File: src/rtl/ctrl_seq_pkg.sv
package ctrl_seq_pkg;
  localparam int unsigned MAX_STEPS = 7;
  localparam int unsigned STEP_W    = $clog2(MAX_STEPS);

  typedef logic [STEP_W-1:0] step_t;

  localparam step_t S1 = step_t'(0);
  localparam step_t S2 = step_t'(1);
  localparam step_t S3 = step_t'(2);
  localparam step_t S4 = step_t'(3);
  localparam step_t S5 = step_t'(4);
  localparam step_t S6 = step_t'(5);
  localparam step_t S7 = step_t'(6);

  typedef enum logic [1:0] {
    MODE_IMM = 2'b00,
    MODE_DIR = 2'b01,
    MODE_IND = 2'b10,
    MODE_RSV = 2'b11
  } addr_mode_e;

  typedef struct packed {
    logic pc_out;
    logic pc_in;
    logic mar_in;
    logic mdr_in;
    logic mdr_out;
    logic ir_in;
    logic ir_addr_out;
    logic alu_add_c;
    logic tmp_ld;
    logic mem_rd;
    logic dst_ld;
    logic end_instr;
  } ctrl_word_t;
endpackage

File: src/rtl/ctrl_step_cnt.sv
module ctrl_step_cnt
  import ctrl_seq_pkg::*;
(
  input  logic  clk_i,
  input  logic  rst_ni,
  input  logic  end_i,
  input  logic  hold_i,
  output step_t step_o
);
  step_t step_q;

  always_ff @(posedge clk_i or negedge rst_ni) begin
    if (!rst_ni)                   step_q <= S1;
    else if (end_i)                step_q <= S1;
    else if (hold_i)               step_q <= step_q;
    else if (step_q == S7)         step_q <= S1;
    else                           step_q <= step_q + 1'b1;
  end

  assign step_o = step_q;
endmodule

File: src/rtl/ctrl_step_decode.sv
module ctrl_step_decode
  import ctrl_seq_pkg::*;
(
  input  step_t      step_i,
  input  addr_mode_e mode_i,
  input  logic       rdy_i,
  output ctrl_word_t cw_o,
  output logic       hold_o
);
  addr_mode_e eff_mode;

  // reserved code falls back to immediate
  assign eff_mode = (mode_i == MODE_RSV) ? MODE_IMM : mode_i;

  always_comb begin
    cw_o   = '0;
    hold_o = 1'b0;
    case (step_i)
      S1: begin
        cw_o.pc_out    = 1'b1;
        cw_o.mar_in    = 1'b1;
        cw_o.mem_rd    = 1'b1;
        cw_o.alu_add_c = 1'b1;
        cw_o.tmp_ld    = 1'b1;
      end
      S2: begin
        if (rdy_i) begin
          cw_o.pc_in  = 1'b1;
          cw_o.mdr_in = 1'b1;
        end else begin
          hold_o = 1'b1;
        end
      end
      S3: begin
        cw_o.mdr_out = 1'b1;
        cw_o.ir_in   = 1'b1;
      end
      S4: begin
        cw_o.ir_addr_out = 1'b1;
        if (eff_mode == MODE_IMM) begin
          cw_o.dst_ld    = 1'b1;
          cw_o.end_instr = 1'b1;
        end else begin
          cw_o.mar_in = 1'b1;
          cw_o.mem_rd = 1'b1;
        end
      end
      S5: begin
        if (rdy_i) cw_o.mdr_in = 1'b1;
        else       hold_o      = 1'b1;
      end
      S6: begin
        cw_o.mdr_out = 1'b1;
        if (eff_mode == MODE_IND) begin
          cw_o.mar_in = 1'b1;
          cw_o.mem_rd = 1'b1;
        end else begin
          cw_o.dst_ld    = 1'b1;
          cw_o.end_instr = 1'b1;
        end
      end
      S7: begin
        if (rdy_i) begin
          // memory word flows through the data register to the destination
          cw_o.mdr_in    = 1'b1;
          cw_o.mdr_out   = 1'b1;
          cw_o.dst_ld    = 1'b1;
          cw_o.end_instr = 1'b1;
        end else begin
          hold_o = 1'b1;
        end
      end
      default: cw_o.end_instr = 1'b1;
    endcase
  end
endmodule

File: src/rtl/ctrl_dst_dec.sv
module ctrl_dst_dec #(
  parameter int unsigned NUM_DST = 4,
  parameter int unsigned DST_W   = (NUM_DST > 1) ? $clog2(NUM_DST) : 1
) (
  input  logic [DST_W-1:0]   sel_i,
  input  logic               en_i,
  output logic [NUM_DST-1:0] we_o
);
  for (genvar g = 0; g < NUM_DST; g++) begin : g_we
    assign we_o[g] = en_i && (sel_i == DST_W'(g));
  end
endmodule

File: src/rtl/ctrl_seq_top.sv
module ctrl_seq_top
  import ctrl_seq_pkg::*;
#(
  parameter  int unsigned NUM_DST = 4,
  localparam int unsigned DST_W   = (NUM_DST > 1) ? $clog2(NUM_DST) : 1
) (
  input  logic               clk_i,
  input  logic               rst_ni,
  input  logic [1:0]         mode_i,
  input  logic [DST_W-1:0]   dst_sel_i,
  input  logic               mem_rdy_i,
  output logic               pc_out_o,
  output logic               pc_in_o,
  output logic               mar_in_o,
  output logic               mdr_in_o,
  output logic               mdr_out_o,
  output logic               ir_in_o,
  output logic               ir_addr_out_o,
  output logic               alu_add_c_o,
  output logic               tmp_ld_o,
  output logic               mem_rd_o,
  output logic [NUM_DST-1:0] dst_we_o,
  output logic               end_o
);
  step_t      step_q;
  ctrl_word_t cw;
  logic       hold;

  ctrl_step_cnt i_cnt (
    .clk_i  (clk_i),
    .rst_ni (rst_ni),
    .end_i  (cw.end_instr),
    .hold_i (hold),
    .step_o (step_q)
  );

  ctrl_step_decode i_dec (
    .step_i (step_q),
    .mode_i (addr_mode_e'(mode_i)),
    .rdy_i  (mem_rdy_i),
    .cw_o   (cw),
    .hold_o (hold)
  );

  ctrl_dst_dec #(.NUM_DST(NUM_DST), .DST_W(DST_W)) i_dst (
    .sel_i (dst_sel_i),
    .en_i  (cw.dst_ld),
    .we_o  (dst_we_o)
  );

  assign pc_out_o      = cw.pc_out;
  assign pc_in_o       = cw.pc_in;
  assign mar_in_o      = cw.mar_in;
  assign mdr_in_o      = cw.mdr_in;
  assign mdr_out_o     = cw.mdr_out;
  assign ir_in_o       = cw.ir_in;
  assign ir_addr_out_o = cw.ir_addr_out;
  assign alu_add_c_o   = cw.alu_add_c;
  assign tmp_ld_o      = cw.tmp_ld;
  assign mem_rd_o      = cw.mem_rd;
  assign end_o         = cw.end_instr;
endmodule

File: config.mk
export PLATFORM = sky130hd
export DESIGN_NAME = ctrl_seq_top
export DESIGN_NICKNAME = d
export VERILOG_FILES = /design/src/rtl/ctrl_seq_pkg.sv /design/src/rtl/ctrl_step_cnt.sv /design/src/rtl/ctrl_step_decode.sv /design/src/rtl/ctrl_dst_dec.sv /design/src/rtl/ctrl_seq_top.sv
export SDC_FILE = /design/constraint.sdc
export NUM_CORES = 1
export LEC_CHECK = 0
export ABC_CLOCK_PERIOD_IN_PS = 2900
export BUFFER_PORTS_ARGS = -buffer_cell sky130_fd_sc_hd__buf_2
export CORE_AREA = 10 10 47 49
export DETAILED_ROUTE_END_ITERATION = 10
export DIE_AREA = 0 0 57 59
export SLEW_MARGIN = 20
export SYNTH_ARGS = -nofsm -noshare
export SYNTH_HDL_FRONTEND = slang
export SYNTH_SLANG_ARGS = --single-unit
File: constraint.sdc
create_clock -name clk_i -period 2.9 [get_ports clk_i]
set_clock_uncertainty 0.05 [all_clocks]
set_input_delay 0.145 -clock clk_i [delete_from_list [all_inputs] [get_ports clk_i]]
set_output_delay 0.145 -clock clk_i [all_outputs]
set_load 0.05 [all_outputs]
Word-level counts from Yosys, hierarchy flattened
Index checks and enable logic that the tools add are counted.
- logic and storage cells: 47
- output and inout bits: 15
- bits of input ports: 7
- flip-flop bits (word level): 3
- reductions and logical operators: 11
- equality and inequality tests: 12
- muxes and demuxes: 22
- add/sub/neg operators: 1
- operators with widths (kind ; count):
    2-bit 2-to-1 mux ; 5
    3-bit equality test (second input constant) ; 3
    1-bit 2-to-1 mux ; 9
    3-bit 2-to-1 mux ; 3
    2-bit equality test (second input constant) ; 4
    3-bit by 2-bit equality test with 1-bit output (second input constant) ; 2
    1-bit case mux with 3 select lines ; 2
    1-bit logical AND ; 4
    2-bit logical NOT ; 2
    1-bit case mux with 2 select lines ; 2
    1-bit case mux with 4 select lines ; 1
    2-bit OR reduction ; 2
    4-bit OR reduction ; 1
    3-bit by 1-bit adder with 3-bit output (second input constant) ; 1
    3-bit by 1-bit equality test with 1-bit output (second input constant) ; 1
    3-bit logical NOT ; 1
    3-bit OR reduction ; 1
    2-bit by 1-bit equality test with 1-bit output (second input constant) ; 1
    2-bit inequality test (second input constant) ; 1

Depth between registers and ports, before layout
Gate-level depths: netlist (run 1).
- word-level depth: 6
- depth in mapped cells: 8
- gate-level depth less buffers: 6

Modules after synthesis
From an unflattened synthesis (run 1), not the netlist that was laid out.
- cells, all modules: 51
- area total of the unflattened synthesis: 399.1 µm²
- by module, submodules not included (module ; cells each ; area an instance (µm²) ; seq. area each (µm²) ; times used):
    ctrl_step_decode ; 32 ; 221.5 ; 0.0 ; 1
    ctrl_step_cnt ; 15 ; 140.1 ; 75.1 ; 1
    ctrl_dst_dec ; 4 ; 37.5 ; 0.0 ; 1

Worst setup path after synthesis (run 1)
No wires, ideal clock.
- path type: reg-to-output
- start point: register i_cnt.step_q[1] (netlist: i_cnt.step_o[1])
- end point: output mem_rd_o
- stages on the path, launching flop included: 9
- required time: 2.705 ns
- path buffers: 2
- path slack: -0.278 ns
- arrival time: 2.983 ns
- path through: dfrtp_1 > buf_6 > nand2_1 > inv_1 > ha_1 > nor2b_1 > o21bai_1 > o21ai_0 > buf_4
- cells in the longest elaborated chain, start to end: 2
- elaborated cells between the ends (all ways): 4
- those cells by class: 2 x eq/ne; 1 x mux; 1 x reduce/logical
- RTL lines (element ; line ; text):
    start, declared ; ctrl_step_cnt.sv:10 ; step_t step_q;
    start signal, assigned ; ctrl_step_cnt.sv:15 ; else if (hold_i) step_q <= step_q;
    start signal, assigned ; ctrl_step_cnt.sv:17 ; else step_q <= step_q + 1'b1;
    3-bit equality test (tied with other cells) ; -- ;
    1-bit case mux with 3 select lines * ; -- ;
    end, declared ; ctrl_seq_top.sv:21 ; output logic mem_rd_o,
Every way passes the cells marked *; elsewhere a longest branch is shown, timed or not.

Final worst setup path (run 1)
- start point: register i_cnt.step_q[2] (netlist: i_cnt.step_o[2])
- end point: output end_o
- cells in the longest elaborated chain, start to end: 3
- elaborated cells between the ends (all ways): 9
- those cells by class: 6 x eq/ne; 1 x mux; 2 x reduce/logical
- RTL lines (element ; line ; text):
    3-bit by 1-bit equality test with 1-bit output (tied with other cells) ; ctrl_step_decode.sv:18 ; case (step_i)
    4-bit OR reduction (no source line) ; -- ;
    1-bit case mux with 4 select lines * ; ctrl_step_decode.sv:18 ;
    end, declared ; ctrl_seq_top.sv:23 ; output logic end_o
Marks and branches as above.

==> results of run 1 <==
## synth_stat cells (all sizes together), types with 2 or more instances
master  instances
nor2b           3
mux2i           2
dfrtp           3
and3            2
o21ai           3
nor3            2
nor2            5
ha              2
and3b           2
buf             7
inv             5
a21oi           2
nand2           3
## cells by family after synthesis
family	after synthesis
buffers and inverters	12
muxes	3
AOI/OAI and AO/OA	12
DFF	3
and+or+nand+nor	23
adders and majority gates	2
## worst paths after layout
check,start,endpoint,slack (ns),cells after the start
setup / recovery,i_cnt.step_o[2],end_o,0.72,6
hold / removal,rst_ni,i_cnt.step_o[2],0.19,2
setup reg to reg,i_cnt.step_o[2],i_cnt.step_o[2],1.22,5
hold reg to reg,i_cnt.step_o[0],i_cnt.step_o[1],0.78,3
max in group asynchronous,rst_ni,i_cnt.step_o[1],2.51,2
min in group clk_i,mem_rdy_i,i_cnt.step_o[1],0.28,3
## worst register-to-register path, cell delays in order (launching register included)
cell	delay, ns
dfrtp_1	0.61
inv_1	0.12
ha_1	0.25
nand2_1	0.13
o311ai_4	0.13
nor4b_2	0.29
## placed cells by master, fill, tap and decap left out, drive strengths merged, types with 2 or more instances in the layout
cell / count
dfrtp: 3
inv: 5
nor2b: 3
mux2i: 2
clkbuf: 4
and3b: 2
nor2: 5
nor3: 2
buf: 21
ha: 2
a21oi: 2
nand2: 3
o21ai: 3
and3: 2
## cell type report
class	count	area, sq um	area share [%]
multi-input cells	40	306.5	54.57
well taps	16	20.02	3.563
clock buffers	4	26.28	4.677
flip-flops and latches	3	75.07	13.36
repair buffers	22	115.1	20.49
inverters	5	18.77	3.341
## layer usage
layer  share of wire [%]  wire, um
met2                  43       479
met1                  50       553
met3                 6.8        75
met4                   0         0
met5                   0         0
## per-stage QoR
step	instances	worst slack [ns]	cell area, sq um	utilization, %
5_1_grt	90	0.5487	561.8	40.09
2_1_floorplan	55	0.1524	464.2	-
6_report	90	0.7243	561.8	40.09
3_5_place_dp	85	0.9717	525.5	37.50
4_1_cts	90	0.7173	561.8	40.09
3_3_place_gp	85	0.9986	525.5	37.50
## what timing repair did
action	4_1_cts	5_1_grt
endpoints found under the hold margin	3	0
setup endpoints to repair	0	0
hold buffers	1	0
==> flow_summary.json, run 1 <==
{
  "grt_busiest_layer": "met2",
  "cts_sinks": 3,
  "die-area_sq_um": 3363,
  "synth_xor_area_share_pct": 0,
  "cpMaxStageDelayCell": "dfrtp_1",
  "synth_compound_area_share_pct": 21.53,
  "antenna_left": 0,
  "grtUsageMet1_pct": 8.633,
  "grt_use_met2_pct": 8.837,
  "rows": 14,
  "drive_above_1_share_pct": 44.59,
  "met3_usage_pct": 2.361,
  "synth-edff-count": 0,
  "finalHoldWorstSlack_ns": 0.1851,
  "finalCritPeriodShare_pct": 75.02,
  "first_pass_iters": 4,
  "cts_tree": "built",
  "first_global_vias": 392,
  "crit_family": "flip-flops",
  "clkSlewWorstSetupHoldPaths_ns": 0.04,
  "clockBufferDepth": 2,
  "synth-simple-area-share_pct": 31.88,
  "ys_ff_latch": 3,
  "status": "completed",
  "maxSlewHeadroom_pct": 68.88,
  "die_w_um": 57,
  "cp_data_arrival_time_ns": 1.98,
  "syn-num-nets": 64,
  "pin_count": 22,
  "synth_top_family_by_area": "simple AND/OR/NAND/NOR gates",
  "drtIter0Drc": 3,
  "cts-resized-gates": 0,
  "cts-root-buf": "clkbuf_4",
  "grt_util_all_layers_pct": 6.592,
  "cp_max_fo": 14,
  "place.gp.congestion": 0.7975,
  "netlist_area_sq_um": 459.2,
  "required_ns": 2.71,
  "hp-class": "input pin to asynchronous set/reset pin",
  "post_synth_num_cell_types": 29,
  "finalHoldViolations": 0,
  "ys_async_sr_fraction_pct": 100.0,
  "critPathMaxStageDelay_ns": 0.61,
  "setup_viol": 0,
  "synthAdderAreaFrac_pct": 5.450,
  "overflow": 0,
  "critical_path_class": "register to primary output",
  "synth_top_area_cell": "dfrtp_1",
  "synth_top_area_share_pct": 16.35,
  "dp_hpwl_um": 884.9,
  "crit_buf_inv": 2,
  "ys_top_cells_by_area": "dfrtp_1 (16%), buf_6 (7.4%), buf_4 (6.5%)",
  "fp.dieH_um": 59,
  "antenna_found_initial": 0,
  "port_buffers": 21,
  "slew_viol_final": 0,
  "coreArea_sq_um": 1401,
  "antennaDiodeCount": 0,
  "rsz0062_at_grt": "no",
  "vias_per_cell": 4.667,
  "cap_viol_max_count": 0,
  "fin_nets": 84,
  "ys.flop_type": "dfrtp_1",
  "yosys-mux-area-fraction_pct": 6.812,
  "avgSynthCellArea_sq_um": 8.349,
  "crit_path_end_kind": "primary output",
  "worst_slew_pin_slew_ns": 0.4668,
  "ys_seq_area_share_pct": 16.35,
  "yosysWarnings": 0,
  "setup_tns_ns": 0,
  "avgRoutedWirePerCell_um": 12.30,
  "period_minus_slack_ns": 2.176,
  "postCtsSetupRepairBufs": 0,
  "wl_um": 1107,
  "grt_max_degree": 15,
  "cp-start-kind": "register",
  "largest_reg_flops": 3,
  "drc_errors": 0,
  "clock_latency_ns": 0.23,
  "cts_buffers": 3,
  "num-fill-cells": 155,
  "htreeDepth": 1,
  "start_util_pct": 32.77,
  "grt_first_pass_wirelength_um": 1828,
  "synthCells": 55,
  "vias": 420,
  "max_freq_ghz": 0.4596,
  "crit_path_cell_trace": "inv_1 -> ha_1 -> nand2_1 -> o311ai_4 -> or2_2 -> buf_2",
  "area_growth_pct": 22.34
}
Power of run 1 is not shown: default switching activity piles up to over one toggle a cycle in this logic, so the estimate is an artifact.
==> run 2: changes to the inputs <==
Settings changed: ABC_CLOCK_PERIOD_IN_PS 2900 to 1800.
Clock period 2.9 ns to 1.8 ns, I/O delays scaled along.
==> run 2 against run 1 <==
Effect of this change:
- die area is the same
- worst hold slack lost 0.039 ns
- first-iteration DRC count is the same
- global-route usage grew 0.88 points
- largest cell class unchanged
- non-clock buffer count grew 8
- flip-flop and latch count is the same
==> flow_summary.json, run 2 (same netlist as run 1, synthesis figures left out) <==
{
  "status": "completed",
  "cp-start-kind": "register",
  "dp_hpwl_um": 987.8,
  "die-area_sq_um": 3363,
  "area_growth_pct": 60.22,
  "largest_reg_flops": 3,
  "dpl.cell_count": 88,
  "grt_max_degree": 10,
  "crit_path_end_kind": "primary output",
  "coreArea_sq_um": 1401,
  "rows": 14,
  "max_freq_ghz": 0.5704,
  "grt_first_pass_wirelength_um": 2118,
  "drive_above_1_share_pct": 67.07,
  "hp-class": "input pin to asynchronous set/reset pin",
  "overflow": 0,
  "period_minus_slack_ns": 1.753,
  "cts_tree": "built",
  "vias": 470,
  "antenna_left": 0,
  "vias_per_cell": 4.796,
  "layout_commonest_cell": "buf_2",
  "final_cell_mix": "buf_2 (14), buf_4 (9), nor2_1 (5), clkbuf_4 (5)",
  "cts_sinks": 3,
  "cts_buffers": 3,
  "first_global_vias": 484,
  "worst_slew_pin_slew_ns": 0.3399,
  "placed_cell_area_sq_um": 614.3,
  "antennaDiodeCount": 0,
  "cp_max_fo": 7,
  "cp_data_arrival_time_ns": 1.61,
  "fp.dieH_um": 59,
  "pin_count": 22,
  "drtIter0Drc": 3,
  "slew_viol_final": 0,
  "clockBufferDepth": 2,
  "finalHoldViolations": 0,
  "first_pass_iters": 2,
  "htreeDepth": 1,
  "rsz0062_at_grt": "yes",
  "setup_viol": 0,
  "place.gp.congestion": 0.7593,
  "avgRoutedWirePerCell_um": 13.08,
  "antenna_found_initial": 0,
  "cts-root-buf": "clkbuf_4",
  "die_w_um": 57,
  "maxSlewHeadroom_pct": 77.28,
  "num-fill-cells": 139,
  "fin_nets": 92,
  "final_cell_count_no_fill": 98,
  "grt_util_all_layers_pct": 7.475,
  "start_util_pct": 32.77,
  "final_cell_area_sq_um": 735.7,
  "required_ns": 1.66,
  "cap_viol_max_count": 0,
  "critical_path_class": "register to primary output",
  "drc_errors": 0,
  "wl_um": 1282,
  "finalCritPeriodShare_pct": 97.39,
  "clkSlewWorstSetupHoldPaths_ns": 0.04,
  "clock_latency_ns": 0.23,
  "port_buffers": 21
}
==> run 2: cell types whose count changed in the layout (fill, tap and decap cells not counted), moves of 2 or more <==
cell	previous run	this run
dfrtp_1	3	0
buf_6	0	4
buf_4	0	9
dfrtp_2	0	3
and3b_2	0	2
clkbuf_4	3	5
and3b_1	2	0
buf_2	21	14
nand2_1	2	0
==> run 2: worst max-delay path: stages (launching register included) <==
cell and delay, ns:
dfrtp_2 0.44, inv_1 0.13, ha_4 0.16, nor2b_4 0.18, o21bai_4 0.08, o21ai_4 0.15, clkbuf_4 0.24
==> run 2: per-stage QoR <==
stage	util (%)	setup TNS (ns)	hold slack (ns)	worst slack, ns
6_report	52.50	0	0.1465	0.04693
5_1_grt	52.50	-0.1647	0.1527	-0.06006
4_1_cts	48.93	-0.08871	0.1181	-0.03646
3_5_place_dp	43.84	0	-0.1634	0.09145
3_3_place_gp	43.84	0	-0.1647	0.1269
2_1_floorplan	-	-0.2257	-0.2556	-0.1292
==> run 2: what timing repair did <==
item	4_1_cts	5_1_grt
setup endpoints to repair	7	7
endpoints found under the hold margin	3	0
buffers inserted	1	4
resized for setup	10	7
hold buffers	1	0
pin swaps	0	2
==> run 2: area by class of cell <==
| type | count | area, sq um | share of cell area, % |
|---|---|---|---|
| sequential | 3 | 78.83 | 10.71 |
| tap | 16 | 20.02 | 2.721 |
| multi-input combinational | 40 | 384.1 | 52.21 |
| timing repair buffer | 30 | 207.7 | 28.23 |
| clock buffer | 4 | 26.28 | 3.571 |
| inverter | 5 | 18.77 | 2.551 |
==> run 2: final timing paths <==
path,from,endpoint,slack (ns),cells after the start
max in group asynchronous,rst_ni,i_cnt.step_o[0],1.44,2
worst max register to register,i_cnt.step_o[0],i_cnt.step_o[2],0.31,7
min in group clk_i,mem_rdy_i,i_cnt.step_o[1],0.21,3
worst max-delay path,i_cnt.step_o[2],mar_in_o,0.05,6
worst min register to register,i_cnt.step_o[2],i_cnt.step_o[0],0.57,2
worst min-delay path,rst_ni,i_cnt.step_o[2],0.15,2
==> run 2: per-layer routing <==
layer | part of all wire [%] | track usage [%] | wire length (um) | up-vias
li1 | - | - | - | 246
met1 | 44 | 8.565 | 560 | 213
met5 | 0 | 0 | 0 | -
met4 | 0 | 4.027 | 0 | 0
met2 | 52 | 12.56 | 662 | 11
met3 | 4.6 | 1.717 | 59 | 0
Power of run 2 is left out for the same reason.
==> run 3: changes to the inputs <==
==> constraint.sdc (replaced) <==
create_clock -name clk_i -period 1.8 [get_ports clk_i]
set_clock_uncertainty 0.05 [all_clocks]
set_input_delay 0.18 -clock clk_i [delete_from_list [all_inputs] [get_ports clk_i]]
set_output_delay 0.18 -clock clk_i [all_outputs]
set_load 0.05 [all_outputs]
==> run 3 against run 2 <==
Effect of this change:
- highest routed layer is now met4
- first-iteration DRC count rose by 100%
- the run now ends with setup timing left
- routed wire length rose by 7.8%
- die area did not move
- count of clock-buffer cells in the layout did not move
- sequential share of layout area fell by 0.84 points
- fmax fell by 6.2%
- critical path depth fell by 2
- non-clock buffer count rose by 3
- critical path type unchanged
- worst hold slack improved by 0.082 ns
==> flow_summary.json, run 3 (same netlist as run 1, synthesis figures left out) <==
{
  "status": "finished with violations",
  "failed_checks": "setup timing",
  "max_freq_ghz": 0.5350,
  "crit_family": "flip-flops",
  "cts_buffers": 3,
  "required_ns": 1.57,
  "setup_slack_ns": -0.06911,
  "cp-start-kind": "register",
  "setup_viol": 6,
  "first_pass_iters": 4,
  "cap_viol_max_count": 0,
  "antenna_left": 0,
  "critical_path_class": "register to primary output",
  "first_global_vias": 519,
  "fin_nets": 95,
  "wl_met3_um": 125,
  "rsz0062_at_grt": "yes",
  "fp.dieH_um": 59,
  "port_buffers": 21,
  "clockBufferDepth": 2,
  "antennaDiodeCount": 0,
  "cp_max_fo": 6,
  "rows": 14,
  "antenna_found_initial": 0,
  "cpMaxStageDelayCell": "dfrtp_2",
  "drtIter0Drc": 6,
  "critPathMaxStageDelay_ns": 0.44,
  "grt_first_pass_wirelength_um": 2332,
  "die_w_um": 57,
  "crit_buf_inv": 2,
  "pre_cts_slack_ns": 0.06543,
  "maxSlewHeadroom_pct": 73.49,
  "num-fill-cells": 134,
  "met2WireLength_um": 708,
  "wl_um": 1382,
  "grt_util_all_layers_pct": 8.247,
  "overflow": 0,
  "worst_path_most_repeated_cell": "buf_6",
  "start_util_pct": 32.77,
  "coreArea_sq_um": 1401,
  "die-area_sq_um": 3363,
  "clock_latency_ns": 0.24,
  "top_layer": "met4",
  "cp_data_arrival_time_ns": 1.64,
  "finalHoldViolations": 0,
  "clkSlewWorstSetupHoldPaths_ns": 0.04,
  "crit_path_end_kind": "primary output",
  "final_cell_mix": "buf_2 (12), buf_4 (12), nor2_1 (5), buf_6 (5)",
  "slew_viol_final": 0,
  "cts_sinks": 3,
  "avgRoutedWirePerCell_um": 13.68,
  "worst_slew_pin_slew_ns": 0.3943,
  "setup_tns_ns": -0.1825,
  "area_growth_pct": 71.12,
  "finalCritPeriodShare_pct": 103.8,
  "vias_per_cell": 4.881,
  "dp_hpwl_um": 1028,
  "pin_count": 22,
  "drc_errors": 0,
  "hp-class": "input pin to asynchronous set/reset pin",
  "period_minus_slack_ns": 1.869,
  "place.gp.congestion": 0.7594,
  "largest_reg_flops": 3,
  "grt_max_degree": 13,
  "crit_path_cell_trace": "buf_6 -> o311ai_4 -> nor3b_4 -> buf_6",
  "m1WireLength_um": 536,
  "cts_tree": "built",
  "htreeDepth": 1,
  "drive_above_1_share_pct": 67.06,
  "cts-root-buf": "clkbuf_4",
  "vias": 493
}
==> run 3: changes by cell type in the layout (fill, tap and decap cells not counted), sizes merged <==
| cell | before | now |
|---|---|---|
| buf | 27 | 31 |
| clkbuf | 6 | 5 |
==> run 3: final timing paths <==
check | start | endpoint | slack, ns | depth (start not counted)
setup / recovery | i_cnt.step_o[1] | dst_we_o[0] | -0.07 | 4
setup reg to reg | i_cnt.step_o[0] | i_cnt.step_o[2] | 0.22 | 8
hold / removal | rst_ni | i_cnt.step_o[2] | 0.23 | 2
hold reg to reg | i_cnt.step_o[2] | i_cnt.step_o[0] | 0.73 | 3
min in group clk_i | mem_rdy_i | i_cnt.step_o[1] | 0.32 | 3
max in group asynchronous | rst_ni | i_cnt.step_o[0] | 1.34 | 2
==> run 3: through the flow <==
stage / utilization (%) / hold slack (ns) / cell area (sq um) / instances
2_1_floorplan: - / -0.1656 / 534.3 / 55
3_3_place_gp: 45.98 / -0.07155 / 644.4 / 92
3_5_place_dp: 45.98 / -0.07111 / 644.4 / 92
4_1_cts: 52.77 / 0.2172 / 739.5 / 100
5_1_grt: 56.07 / 0.2245 / 785.8 / 101
6_report: 56.07 / 0.2285 / 785.8 / 101
==> run 3: timing repair <==
item                                    CTS  global route
hold buffers                              1             0
pin swaps                                 1             4
resized for setup                        12            15
hold endpoints to repair                  3             0
endpoints found under the setup margin    7             9
buffers inserted                          3             1
==> run 3: per-layer routing <==
metal | global-route usage (%) | up-vias
met5 | 0 | -
met4 | 2.013 | 0
li1 | - | 252
met1 | 8.774 | 224
met2 | 13.80 | 15
met3 | 4.721 | 2
==> run 3: final cells by class <==
class	count	area [sq um]	area share (%)
Sequential cell	3	77.57	9.873
Timing Repair Buffer	33	254.0	32.32
Multi-Input combinational cell	40	389.1	49.52
Tap cell	16	20.02	2.548
Inverter	5	18.77	2.389
Clock buffer	4	26.28	3.344
Power of run 3 is left out for the same reason.
